## src/rtl/bsg_pkg.sv

```systemverilog
package bsg_pkg;
  typedef enum logic [1:0] {
    OP_PROG   = 2'd0,
    OP_ERASE  = 2'd1,
    OP_LOCK   = 2'd2,
    OP_UNLOCK = 2'd3
  } bsg_op_e;
endpackage

```

## src/rtl/bsg_sector_map.sv

```systemverilog
module bsg_sector_map #(
  parameter int ADDR_W  = 22,
  parameter int BANK_W  = 2,
  parameter int BIG_W   = 15,
  parameter int SMALL_W = 13,
  parameter int SEC_W   = 8
) (
  input  logic [ADDR_W-SMALL_W-1:0] addr_hi_i,
  output logic [BANK_W-1:0]         bank_o,
  output logic [SEC_W-1:0]          sector_o
);
  localparam int OFF_W    = ADDR_W - BANK_W;
  localparam int HI_W     = OFF_W - BIG_W;
  localparam int SUB_W    = BIG_W - SMALL_W;
  localparam int BOOT     = 2 ** SUB_W;
  localparam int PER_BANK = 2 ** HI_W;
  localparam int NBANK    = 2 ** BANK_W;

  logic [HI_W-1:0]  hi;
  logic [SUB_W-1:0] sub;
  logic [SEC_W-1:0] base;
  logic             low_boot, top_boot;

  always_comb begin
    bank_o   = addr_hi_i[ADDR_W-SMALL_W-1 -: BANK_W];
    hi       = addr_hi_i[BIG_W-SMALL_W +: HI_W];
    sub      = addr_hi_i[SUB_W-1:0];
    // bank*PER_BANK + hi, shifted past the extra boot sectors of bank 0
    base     = SEC_W'(BOOT - 1) + SEC_W'({bank_o, hi});
    low_boot = (bank_o == '0) && (hi == '0);
    top_boot = (bank_o == BANK_W'(NBANK - 1)) && (hi == HI_W'(PER_BANK - 1));
    if (low_boot)      sector_o = SEC_W'(sub);
    else if (top_boot) sector_o = base + SEC_W'(sub);
    else               sector_o = base;
  end
endmodule

```

## src/rtl/bsg_lock_bits.sv

```systemverilog
module bsg_lock_bits #(
  parameter int NUM_SEC = 134,
  parameter int SEC_W   = 8
) (
  input  logic               clk_i,
  input  logic               rst_ni,
  input  logic               set_i,
  input  logic               clr_i,
  input  logic [SEC_W-1:0]   sel_i,
  output logic [NUM_SEC-1:0] lock_o
);
  for (genvar g = 0; g < NUM_SEC; g++) begin : g_bit
    logic hit;
    assign hit = (sel_i == SEC_W'(g));
    always_ff @(posedge clk_i or negedge rst_ni) begin
      if (!rst_ni)           lock_o[g] <= 1'b0;
      else if (set_i && hit) lock_o[g] <= 1'b1;
      else if (clr_i && hit) lock_o[g] <= 1'b0;
    end
  end


  lock_set_chk: assert property (@(posedge clk_i) disable iff (!rst_ni)
    set_i |=> lock_o[$past(sel_i)]);

  lock_clr_chk: assert property (@(posedge clk_i) disable iff (!rst_ni)
    (clr_i && !set_i) |=> !lock_o[$past(sel_i)]);
endmodule

```

## src/rtl/bsg_busy_bank.sv

```systemverilog
module bsg_busy_bank #(
  parameter int BANK_W = 2
) (
  input  logic              clk_i,
  input  logic              rst_ni,
  input  logic              start_i,
  input  logic [BANK_W-1:0] bank_i,
  input  logic              done_i,
  output logic              busy_o,
  output logic [BANK_W-1:0] bank_o
);
  always_ff @(posedge clk_i or negedge rst_ni) begin
    if (!rst_ni) begin
      busy_o <= 1'b0;
      bank_o <= '0;
    end else if (start_i) begin
      busy_o <= 1'b1;
      bank_o <= bank_i;
    end else if (done_i) begin
      busy_o <= 1'b0;
    end
  end


  done_clear_chk: assert property (@(posedge clk_i) disable iff (!rst_ni)
    (done_i && !start_i) |=> !busy_o);

  start_bank_chk: assert property (@(posedge clk_i) disable iff (!rst_ni)
    start_i |=> (busy_o && bank_o == $past(bank_i)));
endmodule

```

## src/rtl/bank_sector_guard.sv

```systemverilog
module bank_sector_guard
  import bsg_pkg::*;
#(
  parameter int ADDR_W  = 22,
  parameter int BANK_W  = 2,
  parameter int BIG_W   = 15,
  parameter int SMALL_W = 13,
  parameter bit WP_TOP  = 1'b0,
  localparam int HI_W    = ADDR_W - BANK_W - BIG_W,
  localparam int SUB_W   = BIG_W - SMALL_W,
  localparam int NUM_SEC = (2 ** BANK_W) * (2 ** HI_W) - 2 + 2 * (2 ** SUB_W),
  localparam int SEC_W   = $clog2(NUM_SEC)
) (
  input  logic              clk_i,
  input  logic              rst_ni,
  input  logic              req_valid_i,
  input  logic [1:0]        req_op_i,
  input  logic [ADDR_W-1:0] req_addr_i,
  input  logic              wp_ni,
  input  logic              acc_ni,
  input  logic              op_done_i,
  input  logic [ADDR_W-1:0] rd_addr_i,
  output logic [SEC_W-1:0]  sector_o,
  output logic              locked_o,
  output logic              grant_o,
  output logic              err_o,
  output logic              busy_o,
  output logic [BANK_W-1:0] busy_bank_o,
  output logic              rd_status_o
);
  bsg_op_e           op;
  logic [BANK_W-1:0] req_bank;
  logic [NUM_SEC-1:0] lock_vec;
  logic              wp_hit, pe_req, accept, reject;
  logic              unused_bits;

  assign op          = bsg_op_e'(req_op_i);
  assign unused_bits = ^{req_addr_i[SMALL_W-1:0], rd_addr_i[ADDR_W-BANK_W-1:0]};

  bsg_sector_map #(
    .ADDR_W(ADDR_W), .BANK_W(BANK_W), .BIG_W(BIG_W),
    .SMALL_W(SMALL_W), .SEC_W(SEC_W)
  ) u_map (
    .addr_hi_i(req_addr_i[ADDR_W-1:SMALL_W]),
    .bank_o   (req_bank),
    .sector_o (sector_o)
  );

  bsg_lock_bits #(.NUM_SEC(NUM_SEC), .SEC_W(SEC_W)) u_locks (
    .clk_i (clk_i),
    .rst_ni(rst_ni),
    .set_i (req_valid_i && op == OP_LOCK),
    .clr_i (req_valid_i && op == OP_UNLOCK),
    .sel_i (sector_o),
    .lock_o(lock_vec)
  );

  if (WP_TOP) begin : g_wp_top
    assign wp_hit = (sector_o >= SEC_W'(NUM_SEC - 2));
  end else begin : g_wp_bot
    assign wp_hit = (sector_o < SEC_W'(2));
  end

  assign locked_o = lock_vec[sector_o] || !acc_ni || (!wp_ni && wp_hit);
  assign pe_req   = req_valid_i && (op == OP_PROG || op == OP_ERASE);
  assign accept   = pe_req && !locked_o && !busy_o;
  assign reject   = pe_req && (locked_o || busy_o);

  bsg_busy_bank #(.BANK_W(BANK_W)) u_busy (
    .clk_i  (clk_i),
    .rst_ni (rst_ni),
    .start_i(accept),
    .bank_i (req_bank),
    .done_i (op_done_i),
    .busy_o (busy_o),
    .bank_o (busy_bank_o)
  );

  always_ff @(posedge clk_i or negedge rst_ni) begin
    if (!rst_ni) begin
      grant_o <= 1'b0;
      err_o   <= 1'b0;
    end else begin
      grant_o <= accept;
      err_o   <= reject;
    end
  end

  assign rd_status_o = busy_o && (rd_addr_i[ADDR_W-1 -: BANK_W] == busy_bank_o);


  sector_range_chk: assert property (@(posedge clk_i) disable iff (!rst_ni)
    sector_o < SEC_W'(NUM_SEC));

  prot_reject_chk: assert property (@(posedge clk_i) disable iff (!rst_ni)
    (pe_req && locked_o) |=> (err_o && !grant_o));

  acc_lock_chk: assert property (@(posedge clk_i) disable iff (!rst_ni)
    !acc_ni |-> locked_o);

  grant_busy_chk: assert property (@(posedge clk_i) disable iff (!rst_ni)
    grant_o |-> busy_o);

  busy_hold_chk: assert property (@(posedge clk_i) disable iff (!rst_ni)
    (pe_req && busy_o && !op_done_i) |=> (busy_o && $stable(busy_bank_o) && err_o));

  rd_status_chk: assert property (@(posedge clk_i) disable iff (!rst_ni)
    rd_status_o |-> busy_o);

  lock_quiet_chk: assert property (@(posedge clk_i) disable iff (!rst_ni)
    (req_valid_i && (op == OP_LOCK || op == OP_UNLOCK)) |=> (!grant_o && !err_o));
endmodule

```

## config.mk

```make
export PLATFORM = sky130hd
export DESIGN_NAME = bank_sector_guard
export DESIGN_NICKNAME = d
export VERILOG_FILES = /design/src/rtl/bsg_pkg.sv /design/src/rtl/bsg_sector_map.sv /design/src/rtl/bsg_lock_bits.sv /design/src/rtl/bsg_busy_bank.sv /design/src/rtl/bank_sector_guard.sv
export SDC_FILE = /design/constraint.sdc
export NUM_CORES = 1
export LEC_CHECK = 0
export BUFFER_PORTS_ARGS = -buffer_cell sky130_fd_sc_hd__buf_2
export CAP_MARGIN = 40
export CORE_ASPECT_RATIO = 2
export CORE_UTILIZATION = 25
export CTS_CLUSTER_SIZE = 14
export DETAILED_ROUTE_END_ITERATION = 10
export SYNTH_ARGS = -nofsm -noshare
export SYNTH_HDL_FRONTEND = slang
export SYNTH_SLANG_ARGS = --single-unit
```

## constraint.sdc

```tcl
create_clock -name clk_i -period 3 [get_ports clk_i]
set_input_delay 0.15 -clock clk_i [delete_from_list [all_inputs] [get_ports clk_i]]
set_output_delay 0.15 -clock clk_i [all_outputs]
set_load 0.1 [all_outputs]
```

== Word-level counts from Yosys, hierarchy flattened ==
Cells that the tools add are included.

* Flip-flop bits (word level): 139
* Input bits: 52
* Output and inout port bits: 15
* Logic and storage cells: 980

* $add $sub $neg: 2
* $lt $le $gt $ge: 2
* Equal/unequal tests: 139
* Mux-type cells: 274
* Reduce and logical (&&, ||, !) cells: 425

{| class="wikitable"
|+ Operators with widths
! cell !! number
|-
| 8-bit by 7-bit equality test with 1-bit output (second input constant) || 64
|-
| 1-bit logical AND || 278
|-
| 1-bit two-way mux || 271
|-
| 2-bit nonzero test || 135
|-
| 8-bit by 6-bit equality test with 1-bit output (second input constant) || 32
|-
| 8-bit by 5-bit equality test with 1-bit output (second input constant) || 16
|-
| 8-bit by 4-bit equality test with 1-bit output (second input constant) || 8
|-
| 8-bit equality test (second input constant) || 6
|-
| 8-bit by 3-bit equality test with 1-bit output (second input constant) || 4
|-
| 8-bit by 2-bit equality test with 1-bit output (second input constant) || 2
|-
| 8-bit two-way mux || 2
|-
| 8-bit by 9-bit less-than comparator with 1-bit output (second input constant) || 1
|-
| 2-bit by 7-bit adder with 8-bit output (first input constant) || 1
|-
| 8-bit by 2-bit adder with 8-bit output || 1
|-
| 1-bit binary-select mux with 8-bit select || 1
|-
| 8-bit by 1-bit equality test with 1-bit output (second input constant) || 1
|-
| 8-bit logical NOT || 1
|-
| 8-bit by 2-bit less-than comparator with 1-bit output (second input constant) || 1
|-
| 2-bit equality test (second input constant) || 3
|-
| 5-bit equality test (second input constant) || 1
|-
| 5-bit logical NOT || 1
|-
| 1-bit logical NOT || 4
|-
| 2-bit logical NOT || 2
|-
| 1-bit logical OR || 4
|-
| other kinds (2) || 2
|}

== Logic depth before layout (Yosys ltp) ==
Gate-level depths: netlist of the first run.

* Depth after elaboration: 12
* Mapped depth: 16

== Hierarchy ==
From an unflattened synthesis of the first run, not the netlist that was laid out.

* Cells, all modules: 685
* Area, all modules: 7,549.7 sq um

{| class="wikitable"
|+ By module, submodules not included
! module !! instances !! cells each !! area an instance (sq um)
|-
| bsg_lock_bits || 1 || 509 || 5,647.9
|-
| bank_sector_guard || 1 || 111 || 1,398.8
|-
| bsg_sector_map || 1 || 58 || 392.9
|-
| bsg_busy_bank || 1 || 7 || 110.1
|}

== Worst setup path before layout of the first run ==
No wires, ideal clock.

* Path type: input port to flip-flop
* From: in req_addr_i[15]
* To: reg u_busy.bank_o[0]
* Setup time: 0.128 ns
* Data arrival time: 4.112 ns
* Required time: 2.872 ns
* Setup slack: -1.240 ns
* Stages: 14
* Buffers on the path: 1
* Path through: inv_1 > ha_1 > fa_1 > nand2b_1 > o31a_1 > mux2i_1 > inv_1 > clkbuf_1 > a41oi_1 > a31oi_1 > o2111ai_1 > a2111oi_4 > nand3b_2 > mux2_1

* Cells in the longest elaborated chain, start to end: 11
* Elaborated cells between the ends (all ways): 17
* Those cells by class: add/sub: 2; order compare: 1; eq/ne: 1; mux: 4; reduce/logical: 9

{| class="wikitable"
|+ Ends and longest elaborated chain
! element !! RTL line !! source
|-
| start: declaration || bank_sector_guard.sv:18 || <nowiki>input logic [ADDR_W-1:0] req_addr_i,</nowiki>
|-
| 2-bit by 7-bit adder with 8-bit output or 5-bit equality test (tied branches) || bsg_sector_map.sv:29, bsg_sector_map.sv:31 ||
|-
| 8-bit by 2-bit adder with 8-bit output or 1-bit logical AND (tied branches) || bsg_sector_map.sv:33, bsg_sector_map.sv:31 ||
|-
| 8-bit two-way mux || bsg_sector_map.sv:33 || <nowiki>else if (top_boot) sector_o = base + SEC_W'(sub);</nowiki>
|-
| 8-bit two-way mux (*) || bsg_sector_map.sv:32 || <nowiki>if (low_boot) sector_o = SEC_W'(sub);</nowiki>
|-
| via sector_o[2] || bank_sector_guard.sv:23 || <nowiki>output logic [SEC_W-1:0] sector_o,</nowiki>
|-
| 1-bit binary-select mux with 8-bit select || bank_sector_guard.sv:64 || <nowiki>assign locked_o = lock_vec[sector_o] || !acc_ni || (!wp_ni && wp_hit);</nowiki>
|-
| 1-bit two-way mux (not written as such) || bank_sector_guard.sv:64 ||
|-
| 1-bit logical OR || bank_sector_guard.sv:64 ||
|-
| 1-bit logical OR (*) || bank_sector_guard.sv:64 ||
|-
| 1-bit logical NOT (*) || bank_sector_guard.sv:66 || <nowiki>assign accept = pe_req && !locked_o && !busy_o;</nowiki>
|-
| 1-bit logical AND (*) (2 in series) || bank_sector_guard.sv:66 ||
|-
| end signal: assignment || bsg_busy_bank.sv:18 || <nowiki>bank_o <= bank_i;</nowiki>
|-
| end: declaration || bsg_busy_bank.sv:10 || <nowiki>output logic [BANK_W-1:0] bank_o</nowiki>
|}

The timed path passes the listed nets; every way through them passes the cells marked *. The select of a mux whose other input is x is not followed.
A chain may end at the register's enable or synchronous reset.

== Worst setup path in the final report of the first run ==
* From: in req_addr_i[16]
* To: out locked_o

* Cells in the longest elaborated chain, start to end: 8
* Elaborated cells between the ends (all ways): 14
* Those cells by class: add/sub: 2; order compare: 1; eq/ne: 1; mux: 4; reduce/logical: 6

{| class="wikitable"
|+ Ends and longest elaborated chain
! element !! RTL line !! source
|-
| 2-bit by 7-bit adder with 8-bit output or 5-bit equality test (tied branches) || bsg_sector_map.sv:29, bsg_sector_map.sv:31 ||
|-
| 8-bit by 2-bit adder with 8-bit output or 1-bit logical AND (tied branches) || bsg_sector_map.sv:33, bsg_sector_map.sv:31 ||
|-
| 8-bit two-way mux || bsg_sector_map.sv:33 ||
|-
| 8-bit two-way mux (*) || bsg_sector_map.sv:32 ||
|-
| 1-bit binary-select mux with 8-bit select || bank_sector_guard.sv:64 ||
|-
| 1-bit two-way mux (not written as such) || bank_sector_guard.sv:64 ||
|-
| 1-bit logical OR || bank_sector_guard.sv:64 ||
|-
| 1-bit logical OR (*) || bank_sector_guard.sv:64 ||
|-
| end: declaration || bank_sector_guard.sv:24 || <nowiki>output logic locked_o,</nowiki>
|}

Mark *: on every way between the ends. The rest lies on a longest branch, timed or not. The select of a mux whose other input is x is not followed.

==> impl_metrics.ini, run 1 <==
[yosys]
ys_async_sr_fraction_pct = 100
avgSynthCellArea_um2 = 9.40
syn_area_um2 = 7520
synthCells = 800
ys_ff_latch = 139
syn_nets = 858
yosys_warnings = 0
ys_seq_area_share_pct = 46.3
synth_cell_type_count = 64
synth_edf_count = 0
synth_flop_cell = dfrtp_1

[route]
drc = 0
drt-initial-drc-count = 543
routed-via-count = 7015
routed_wl_um = 26900
ant_nets = 0
viasPerCell = 5.33
firstDrtPassIters = 5
wire_per_inst_um = 20.4

[run_status]
outcome = finished, violations left
violations = negative setup slack

[placement]
portBuffers = 33
gp_congestion = 0.873
dpl_cell_area_um2 = 9340
dp_worst_setup_slack_ns = -1.09
dp_hpwl_um = 19900

[pwr]
power.internal_uw = 3890
switching_share_pct = 30.6
powerDensity_nw_per_um2 = 528
clkPwrFrac_pct = 39.0
power_leakage_uw = 0.00439
seqPwrFrac_pct = 37.4
switching_power_uw = 1720
irDropWorstVdd_mv = 0.314
power_frac_comb_pct = 23.6

[worst_setup_path]
arrival_ns = 3.17
worst_r2r_path_depth = 11
r2r_start = u_locks.lock_o[103]
start_kind = input pin
cp_data_required_time_ns = 2.85
critPathKind = input pin to primary output
crit_path_end_kind = primary output
reg2reg_to = u_busy.bank_o[0]
reg2reg_slack_ns = 0.51
path_max_fanout = 4

[cells_and_area]
drive_gt1_share_pct = 33.4
final_util_pct = 36.0
fin_area_um2 = 10600
antenna_cells = 0
nets = 999
syn2layout_area_growth_pct = 41.1

[cts]
clk-insertion-delay-late_ns = 0.44
cts_root_buffer = clkbuf_16
clockBufferDepth = 2
clkTransAtPathRegs_ns = 0.06
clock-sinks = 139
tritoncts = built
h-tree-depth = 4
numCtsBuffers = 17

[min_path]
hp-start = req_valid_i
hp-class = input pin to register
hold_depth = 2
whs_endpoint = err_o

[sta]
rsz0062_at_grt = yes
hold_viol = 0
setup_ws_ns = -0.315
finalCritPeriodShare_pct = 111
fmax_mhz = 302
setup_viol = 6
tns_ns = -0.936
tightestPinTransition_ns = 0.700
whs_ns = 0.0869
drv_slew = 0
fin_crit_ns = 3.32
fin_worst_skew_ns = 0.00541
slew_headroom_pct = 53.4

[floorplanning]
start_util_pct = 25.5
die-area_um2 = 30800
die_h_um = 247
placementRows = 89
core_um2 = 29500
io_pins = 67
die_x_um = 125

[grt]
antenna_found_initial = 0
grt_pass1_wl_um = 41800
track_usage_pct = 18.0
grt_max_degree = 73
grt_pass1_vias = 7228
globalRoute.totalOverflow = 0

[job]
drv_cap = 0
metal layers:
layer	wire length [um]	vias up	track usage, %
met4	2460	0	17.2
met2	14600	185	33.3
li1	-	3290	-
met5	0	-	0
met1	9080	3442	16.8
met3	813	98	2.68
critical path, stage by stage:
cell       delay, ns
buf_6           0.09
inv_6           0.03
ha_4            0.23
fa_2            0.53
nand3_2         0.07
nor2_2          0.10
o31a_1          0.26
inv_2           0.10
buf_12          0.14
buf_4           0.14
a221oi_4        0.44
nor4_4          0.09
buf_4           0.16
o2111ai_2       0.18
buf_4           0.15
a211o_4         0.12
buf_12          0.17
per-stage QoR:
step | power (uW) | cells
finish | 5610 | 1317
global route | 5820 | 1317
CTS | 5610 | 1316
detailed placement | 3300 | 1263
global placement | 3290 | 1263
floorplan | 2800 | 800
logic make-up (layout without fill, tap and decap cells):
group,after synthesis,count (layout),share of synthesized area [%]
AOI/OAI and AO/OA,350,350,31.0
and+or+nand+nor,160,160,10.1
DFF,139,139,46.3
buffers and inverters,105,258,5.86
muxes,32,32,4.69
xor gates and xnor gates,8,8,1.03
adders and majority gates,6,6,1.10
power groups by stage:
stage               Clock, uW  Combinational [uW]  Sequential, uW
finish                   2190                1320            2090
global route             2300                1410            2110
CTS                      2220                1300            2090
detailed placement          0                1170            2130
global placement            0                1170            2120
floorplan                   0                 612            2190
layout by cell type (no fill, tap or decap), types with 3 or more instances in the layout:
cell type      netlist  final
buf_2                7     26
or3_1                4      3
buf_4                2    140
nand2_1             87     83
nor3_2               0      3
o211ai_1             3      3
dlygate4sd3_1        0      3
a221oi_1             4      3
xnor2_1              4      4
buf_6                4     14
xor2_1               3      3
nor3_1               7      4
a311oi_1            16     10
clkinv_4             0      3
o22ai_1              5      4
mux2i_1             27     24
inv_1               16     10
clkinvlp_4           0      3
bufinv_16            0      3
mux2_4               0      3
clkbuf_8             0      3
a311oi_2             0      4
a21oi_1             13     10
buf_8                0      3
nand2_2              1      3
dfrtp_1            139    139
a21oi_4              0      3
a211oi_2             0      8
o21ai_1              2      5
ha_4                 0      4
nand3_1             24     19
nor2_1              15     13
nand3_4              0      3
o31ai_1            135    134
inv_2                4      3
clkbuf_16            0     17
o21ai_0            138    133
buf_12               0     20
synthesized netlist by cell type, types with 2 or more instances:
library cell,n,share of area [%]
dfrtp_1,139,46
o21ai_0,138,9.2
o31ai_1,135,13
nand2_1,87,4.3
clkbuf_1,71,3.5
mux2i_1,27,3.6
nand3_1,24,1.6
a311oi_1,16,1.9
inv_1,16,0.80
nor2_1,15,0.75
a21oi_1,13,0.87
a211oi_1,9,0.90
buf_2,7,0.47
nor3_1,7,0.47
ha_1,5,0.83
o22ai_1,5,0.42
a221oi_1,4,0.47
buf_6,4,0.60
inv_2,4,0.20
nor4_1,4,0.33
or3_1,4,0.33
xnor2_1,4,0.47
a31oi_1,3,0.25
o211ai_1,3,0.30
o32ai_1,3,0.35
xor2_1,3,0.35
a2111oi_4,2,0.73
a41oi_1,2,0.23
and4_1,2,0.23
buf_4,2,0.20
mux2_1,2,0.30
nand2b_1,2,0.17
nand3b_1,2,0.20
o2111ai_1,2,0.23
o21ai_1,2,0.13
o21bai_1,2,0.20
o31a_1,2,0.23
or2_2,2,0.17
flip-flops by register name, summed over array words and instances (netlist names):
| signal | cells |
|---|---|
| u_locks.lock_o | 134 |
| u_busy.bank_o | 2 |
| err_o | 1 |
| grant_o | 1 |
| u_busy.busy_o | 1 |
how the worst max path moves through the flow:
stage | from | endpoint | slack [ns] | cells past startpoint
after floorplan | req_addr_i[15] | u_busy.bank_o[0] | -0.30 | 15
after global placement | req_addr_i[15] | u_busy.bank_o[1] | -1.05 | 18
after detailed placement | req_addr_i[15] | u_busy.bank_o[0] | -1.09 | 18
after CTS | req_addr_i[15] | locked_o | -0.31 | 17
after global routing | req_addr_i[16] | locked_o | -0.39 | 17
final | req_addr_i[16] | locked_o | -0.32 | 17
layout make-up:
type	count	area, um^2
clock inverter	10	141
fill	2873	18900
sequential	139	3480
inverter	20	123
clock buffer	21	470
timing repair buffer	207	1840
multi-input combinational	556	4100
tap	364	455
repair_timing:
item / 4_1_cts / 5_1_grt
setup endpoints to repair: 6 / 6
pin swaps: 28 / 15
endpoints found under the hold margin: 68 / 1
cloned: 1 / 0
hold buffers: 2 / 1
setup buffers: 22 / 3
gates resized for setup: 69 / 21
Note: power is estimated with default switching activity, not from simulation.
==> run 2, diff against run 1 <==
ABC_AREA = 1   (was unset)
==> run 2 against run 1 <==
The flow now finishes without violations. Maximum frequency rose by 15%. Synthesized area rose by 5.2%. Final area fell by 6.5%. Final cell count rose by 18%. Clock-buffer cell count did not move. Hold slack got worse by 0.070 ns. Combinational power fell by 20%. Routed wire length fell by 4.8%. Flip-flop and latch count did not move. Worst setup slack improved by 0.43 ns. Largest cell class unchanged. Largest power group unchanged.
==> impl_metrics.ini, run 2 <==
[worst_setup_path]
start_kind = input pin
slowest_stage = ha_4
worst_r2r_path_depth = 16
reg2reg_slack_ns = 1.02
path_max_fanout = 7
crit_path_end_kind = primary output
r2r_start = u_locks.lock_o[116]
crit_family = simple AND/OR/NAND/NOR gates
worst-path-buf-inv = 7
crit_chain = buf_2 -> inv_1 -> ha_4 -> inv_1 -> ha_1 -> a21oi_1 -> nand3b_4 -> xor2_4 -> nor2_4 -> buf_4 -> nand2_1 -> nand2_1 -> nor2_1 -> nor2_1 -> nor2_1 -> nand2_1 -> nand2_2 -> inv_2 -> nor2_4 -> inv_2 -> buf_12
critPathKind = input pin to primary output
cp_data_required_time_ns = 2.85
cp_slowest_stage_delay_ns = 0.29
reg2reg_to = u_busy.bank_o[0]
arrival_ns = 2.74

[route]
routed-via-count = 7285
viasPerCell = 4.70
ant_nets = 0
firstDrtPassIters = 5
wire_per_inst_um = 16.5
routed_wl_um = 25600
drc = 0
drt-initial-drc-count = 510

[cts]
clkTransAtPathRegs_ns = 0.06
clock-sinks = 139
clockBufferDepth = 2
cts_root_buffer = clkbuf_16
h-tree-depth = 4
numCtsBuffers = 17
tritoncts = built
clk-insertion-delay-late_ns = 0.44

[floorplanning]
start_util_pct = 25.5
placementRows = 91
die_x_um = 128
io_pins = 67
core_um2 = 31000
die-area_um2 = 32400
die_h_um = 253

[cells_and_area]
largest_reg_flops = 134
final_util_pct = 32.0
nets = 1179
antenna_cells = 0
top_regs = u_locks.lock_o: 134 flops, u_busy.bank_o: 2 flops
nFillCells = 3306
stdcell_count = 1551
layout_common_cells = nand2_1 (354), dfrtp_1 (139), o21ai_0 (129), o31ai_1 (109), nor2_1 (74)
regMostFlops = u_locks.lock_o
syn2layout_area_growth_pct = 25.5
final_common_cell = nand2_1
drive_gt1_share_pct = 17.9
fin_area_um2 = 9920

[sta]
setup_viol = 0
tns_ns = 0
slew_headroom_pct = 43.0
fmax_mhz = 346
fin_worst_skew_ns = 0.00646
drv_slew = 0
hold_viol = 0
finalCritPeriodShare_pct = 96.3
tightestPinTransition_ns = 0.855
fin_crit_ns = 2.89

[yosys]
ys_async_sr_fraction_pct = 100
syn_area_um2 = 7910
netlist_top_cells_area = dfrtp_1 (44%), nand2_1 (18%), o31ai_1 (10%)
avgSynthCellArea_um2 = 7.47
synthCells = 1058
synthTopCellsByCount = nand2_1 (369), dfrtp_1 (139), o21ai_0 (129)
synth_area_leader_cell = dfrtp_1
synth_cell_type_count = 37
synth_edf_count = 0
yosys_warnings = 0
yosysMostFrequentCell = nand2_1
synth_flop_cell = dfrtp_1
syn_nets = 1116
ys_ff_latch = 139
ys_seq_area_share_pct = 44.0
synth_top_area_share_pct = 44.0

[run_status]
outcome = completed

[job]
drv_cap = 0

[grt]
grt_max_degree = 60
globalRoute.totalOverflow = 0
grt_pass1_vias = 7032
track_usage_pct = 16.3
antenna_found_initial = 0
grt_pass1_wl_um = 39500

[pwr]
power_leakage_uw = 0.00472
irDropWorstVdd_mv = 0.329
powerDensity_nw_per_um2 = 529
power_uw = 5250

[min_path]
hp-class = input pin to register
hp-start = req_addr_i[21]
whs_endpoint = u_busy.bank_o[1]
hold_depth = 3

[placement]
dp_hpwl_um = 17700
dpl_cell_area_um2 = 9080
portBuffers = 33
dp.cells = 1512
gp_congestion = 0.894
-- run 2: changes by cell type in the layout (fill, tap and decap cells not counted), moves of 14 or more --
| cell | change |
|---|---|
| mux2i_1 | -24 |
| nand2_1 | +271 |
| o31ai_1 | -25 |
| inv_1 | +43 |
| buf_4 | -87 |
| nor2_1 | +61 |
| nand2_2 | +14 |
-- run 2: worst max path at each step --
| stage | start | end | depth (start not counted) |
|---|---|---|---|
| final | req_addr_i[16] | locked_o | 21 |
| after global routing | req_addr_i[16] | locked_o | 22 |
| after CTS | req_addr_i[15] | locked_o | 20 |
| after detailed placement | req_addr_i[15] | u_busy.bank_o[0] | 21 |
| after global placement | req_addr_i[15] | u_busy.bank_o[1] | 23 |
| after floorplan | req_addr_i[15] | locked_o | 17 |
-- run 2: kinds of logic after synthesis --
logic type               share of synthesized area, %
AND/OR/NAND/NOR                                  26.4
AO/OA/AOI/OAI                                    20.4
flip-flops                                       44.0
buffers and inverters                            7.23
XOR/XNOR                                        0.965
adder cells (fa/ha/maj)                          1.04
-- run 2: area by class of cell --
type | instances | area (um^2) | share of cell area [%]
clock buffers | 21 | 460 | 4.64
clock inverters | 10 | 119 | 1.20
inverters | 67 | 254 | 2.56
multi-input cells | 786 | 4040 | 40.7
flip-flops and latches | 139 | 3480 | 35.1
well taps | 418 | 523 | 5.27
repair buffers | 110 | 1050 | 10.6
-- run 2: worst min-delay path, stage by stage --
cell     delay [ns]
buf_2          0.13
nand4_1        0.09
nand2_1        0.05
-- run 2: repair_timing --
action,4_1_cts,5_1_grt
gates cloned,0,2
setup buffers,0,4
pin swaps,0,25
setup endpoints to repair,1,1
resized for setup,2,42
hold buffers,2,0
endpoints found under the hold margin,57,0
-- run 2: per-layer routing --
metal | GRT usage (%) | wire length [um]
met5 | 0 | 0
met4 | 10.9 | 1520
met3 | 2.19 | 793
met2 | 29.8 | 13700
met1 | 17.0 | 9590
-- run 2: per-stage QoR --
stage	hold WS, ns	setup WS (ns)
CTS	0.0106	0.00634
global route	0.0448	-0.0432
detailed placement	0.169	-0.0156
floorplan	-0.146	-0.362
global placement	0.168	-0.0201
finish	0.0167	0.110
-- run 2: power by group --
group          internal [uW]  switching [uW]  total, uW
registers               2020            70.0       2090
logic                    335             719       1050
clock network           1260             842       2100
==> run 3, diff against run 2 <==
--- a/config.mk
+++ b/config.mk
@@ -8,3 +8,3 @@
 export ABC_AREA = 1
-export BUFFER_PORTS_ARGS = -buffer_cell sky130_fd_sc_hd__buf_2
+export BUFFER_PORTS_ARGS = -buffer_cell sky130_fd_sc_hd__clkbuf_2
 export CAP_MARGIN = 40
@@ -12,2 +12,3 @@
 export CORE_UTILIZATION = 25
+export CTS_BUF_LIST = sky130_fd_sc_hd__clkbuf_4
 export CTS_CLUSTER_SIZE = 14
--- a/constraint.sdc
+++ b/constraint.sdc
@@ -3,2 +3,2 @@
 set_output_delay 0.15 -clock clk_i [all_outputs]
-set_load 0.1 [all_outputs]
+set_load 0.005 [all_outputs]
==> run 3 against run 2 <==
Largest cell class unchanged. Sequential share of layout area grew 1.5 points. Critical path depth grew 1. Final cell count shrank 0.77%. Critical path type unchanged.
==> impl_metrics.ini, run 3 (synthesized netlist as in run 2, its figures left out) <==
[run_status]
outcome = completed

[job]
drv_cap = 0

[floorplanning]
die-area_um2 = 32400
start_util_pct = 25.5
placementRows = 91
die_x_um = 128
die_h_um = 253
io_pins = 67
core_um2 = 31000

[cells_and_area]
drive_gt1_share_pct = 16.5
regMostFlops = u_locks.lock_o
syn2layout_area_growth_pct = 20.2
layout_common_cells = nand2_1 (356), dfrtp_1 (139), o21ai_0 (129), o31ai_1 (109), nor2_1 (76)
stdcell_count = 1539
nets = 1165
top_regs = u_locks.lock_o: 134 flops, u_busy.bank_o: 2 flops
fin_area_um2 = 9500
final_common_cell = nand2_1
largest_reg_flops = 134

[cts]
clk-insertion-delay-late_ns = 0.58
numCtsBuffers = 17
clockBufferDepth = 2
tritoncts = built
cts_root_buffer = clkbuf_4
h-tree-depth = 4
clkTransAtPathRegs_ns = 0.12
clock-sinks = 139

[placement]
dp_hpwl_um = 16500
dp.cells = 1483
gp_congestion = 0.938
portBuffers = 33
dpl_cell_area_um2 = 8800

[sta]
fmax_mhz = 339
rsz0062_at_grt = yes
hold_viol = 0
tightestPinTransition_ns = 0.762
drv_slew = 0
slew_headroom_pct = 49.2
fin_crit_ns = 2.95
setup_viol = 0
tns_ns = 0
finalCritPeriodShare_pct = 98.3
fin_worst_skew_ns = 0.0157

[route]
routed_wl_um = 25200
routed-via-count = 7304
drt-initial-drc-count = 460
wire_per_inst_um = 16.4
viasPerCell = 4.75
drc = 0
firstDrtPassIters = 5
ant_nets = 0

[pwr]
irDropWorstVdd_mv = 0.178
power_leakage_uw = 0.00451
powerDensity_nw_per_um2 = 455

[worst_setup_path]
reg2reg_slack_ns = 1.15
crit_path_end_kind = primary output
critPathKind = input pin to primary output
path_max_fanout = 5
arrival_ns = 2.80
crit_top_cell = nand2_1
slowest_stage = ha_4
r2r_start = u_locks.lock_o[12]
reg2reg_to = grant_o
cp_data_required_time_ns = 2.85
crit_path_start = req_addr_i[15]
critPathCapture = locked_o
worst_r2r_path_depth = 15
cp_slowest_stage_delay_ns = 0.27
start_kind = input pin
crit_chain = clkbuf_2 -> inv_2 -> buf_4 -> ha_4 -> inv_1 -> ha_1 -> a21oi_2 -> nand3b_4 -> xor2_4 -> nor2_2 -> buf_4 -> nand2_1 -> nand2_1 -> nor2_1 -> nor2_1 -> nor2_1 -> nand2_1 -> nand2_1 -> inv_2 -> nor2_4 -> inv_2 -> clkbuf_2

[grt]
track_usage_pct = 15.8
grt_max_degree = 114
grt_pass1_vias = 7009
grt_pass1_wl_um = 38500
antenna_found_initial = 1
globalRoute.totalOverflow = 0

[min_path]
hp-class = input pin to register
## run 3: worst min-delay path by stage
stage / slack, ns / startpoint / depth (start not counted) / end
global placement: 0.24 / rst_ni / 1 / u_locks.lock_o[124]
finish: 0.08 / acc_ni / 5 / u_busy.busy_o
global route: 0.10 / req_op_i[0] / 4 / u_locks.lock_o[2]
detailed placement: 0.25 / rst_ni / 1 / u_locks.lock_o[124]
floorplan: -0.15 / rst_ni / 0 / err_o
CTS: 0.02 / acc_ni / 5 / grant_o
## run 3: report_power, final
part | switching, uW | internal [uW] | total [uW]
sequential | 68.4 | 2010 | 2080
clock | 752 | 575 | 1330
combinational | 578 | 337 | 914
## run 3: layer usage
metal  track usage (%)  part of all wire (%)
met3              2.42                   3.9
met4              12.0                   6.7
met5                 0                     0
met2              28.3                    52
met1              16.2                    37
## run 3: worst max-delay path: cells and delay by family
kind	cells	cell delay, ns
buffers and inverters	8	0.65
xor gates and xnor gates	1	0.25
adders and majority gates	2	0.54
AOI/OAI and AO/OA	1	0.14
and+or+nand+nor	10	1.06
## run 3: cell type report
| class | instances | area (um^2) |
|---|---|---|
| Timing Repair Buffer | 95 | 942 |
| Tap cell | 418 | 523 |
| Fill cell | 3437 | 21500 |
| Clock inverter | 15 | 175 |
| Inverter | 67 | 251 |
| Multi-Input combinational cell | 787 | 4000 |
| Sequential cell | 139 | 3480 |
| Clock buffer | 17 | 128 |
| Antenna cell | 1 | 2.50 |
## run 3: repair_timing
action | in CTS | in global routing
setup endpoints to repair | 0 | 2
hold buffers | 7 | 0
endpoints found under the hold margin | 80 | 0
setup buffers | 0 | 12
gates resized for setup | 0 | 37
## run 3: stage by stage
stage                     hold WS (ns)  util [%]  worst slack (ns)  total power, uW
after CTS                       0.0172      29.6            0.0730             4280
after detailed placement         0.245      28.4            0.0860             2930
final                           0.0821      30.7            0.0515             4320
after global placement           0.241      28.3             0.134             2910
after global routing             0.104      30.7           -0.0516             4550
after floorplan                 -0.146         -             0.529             2590
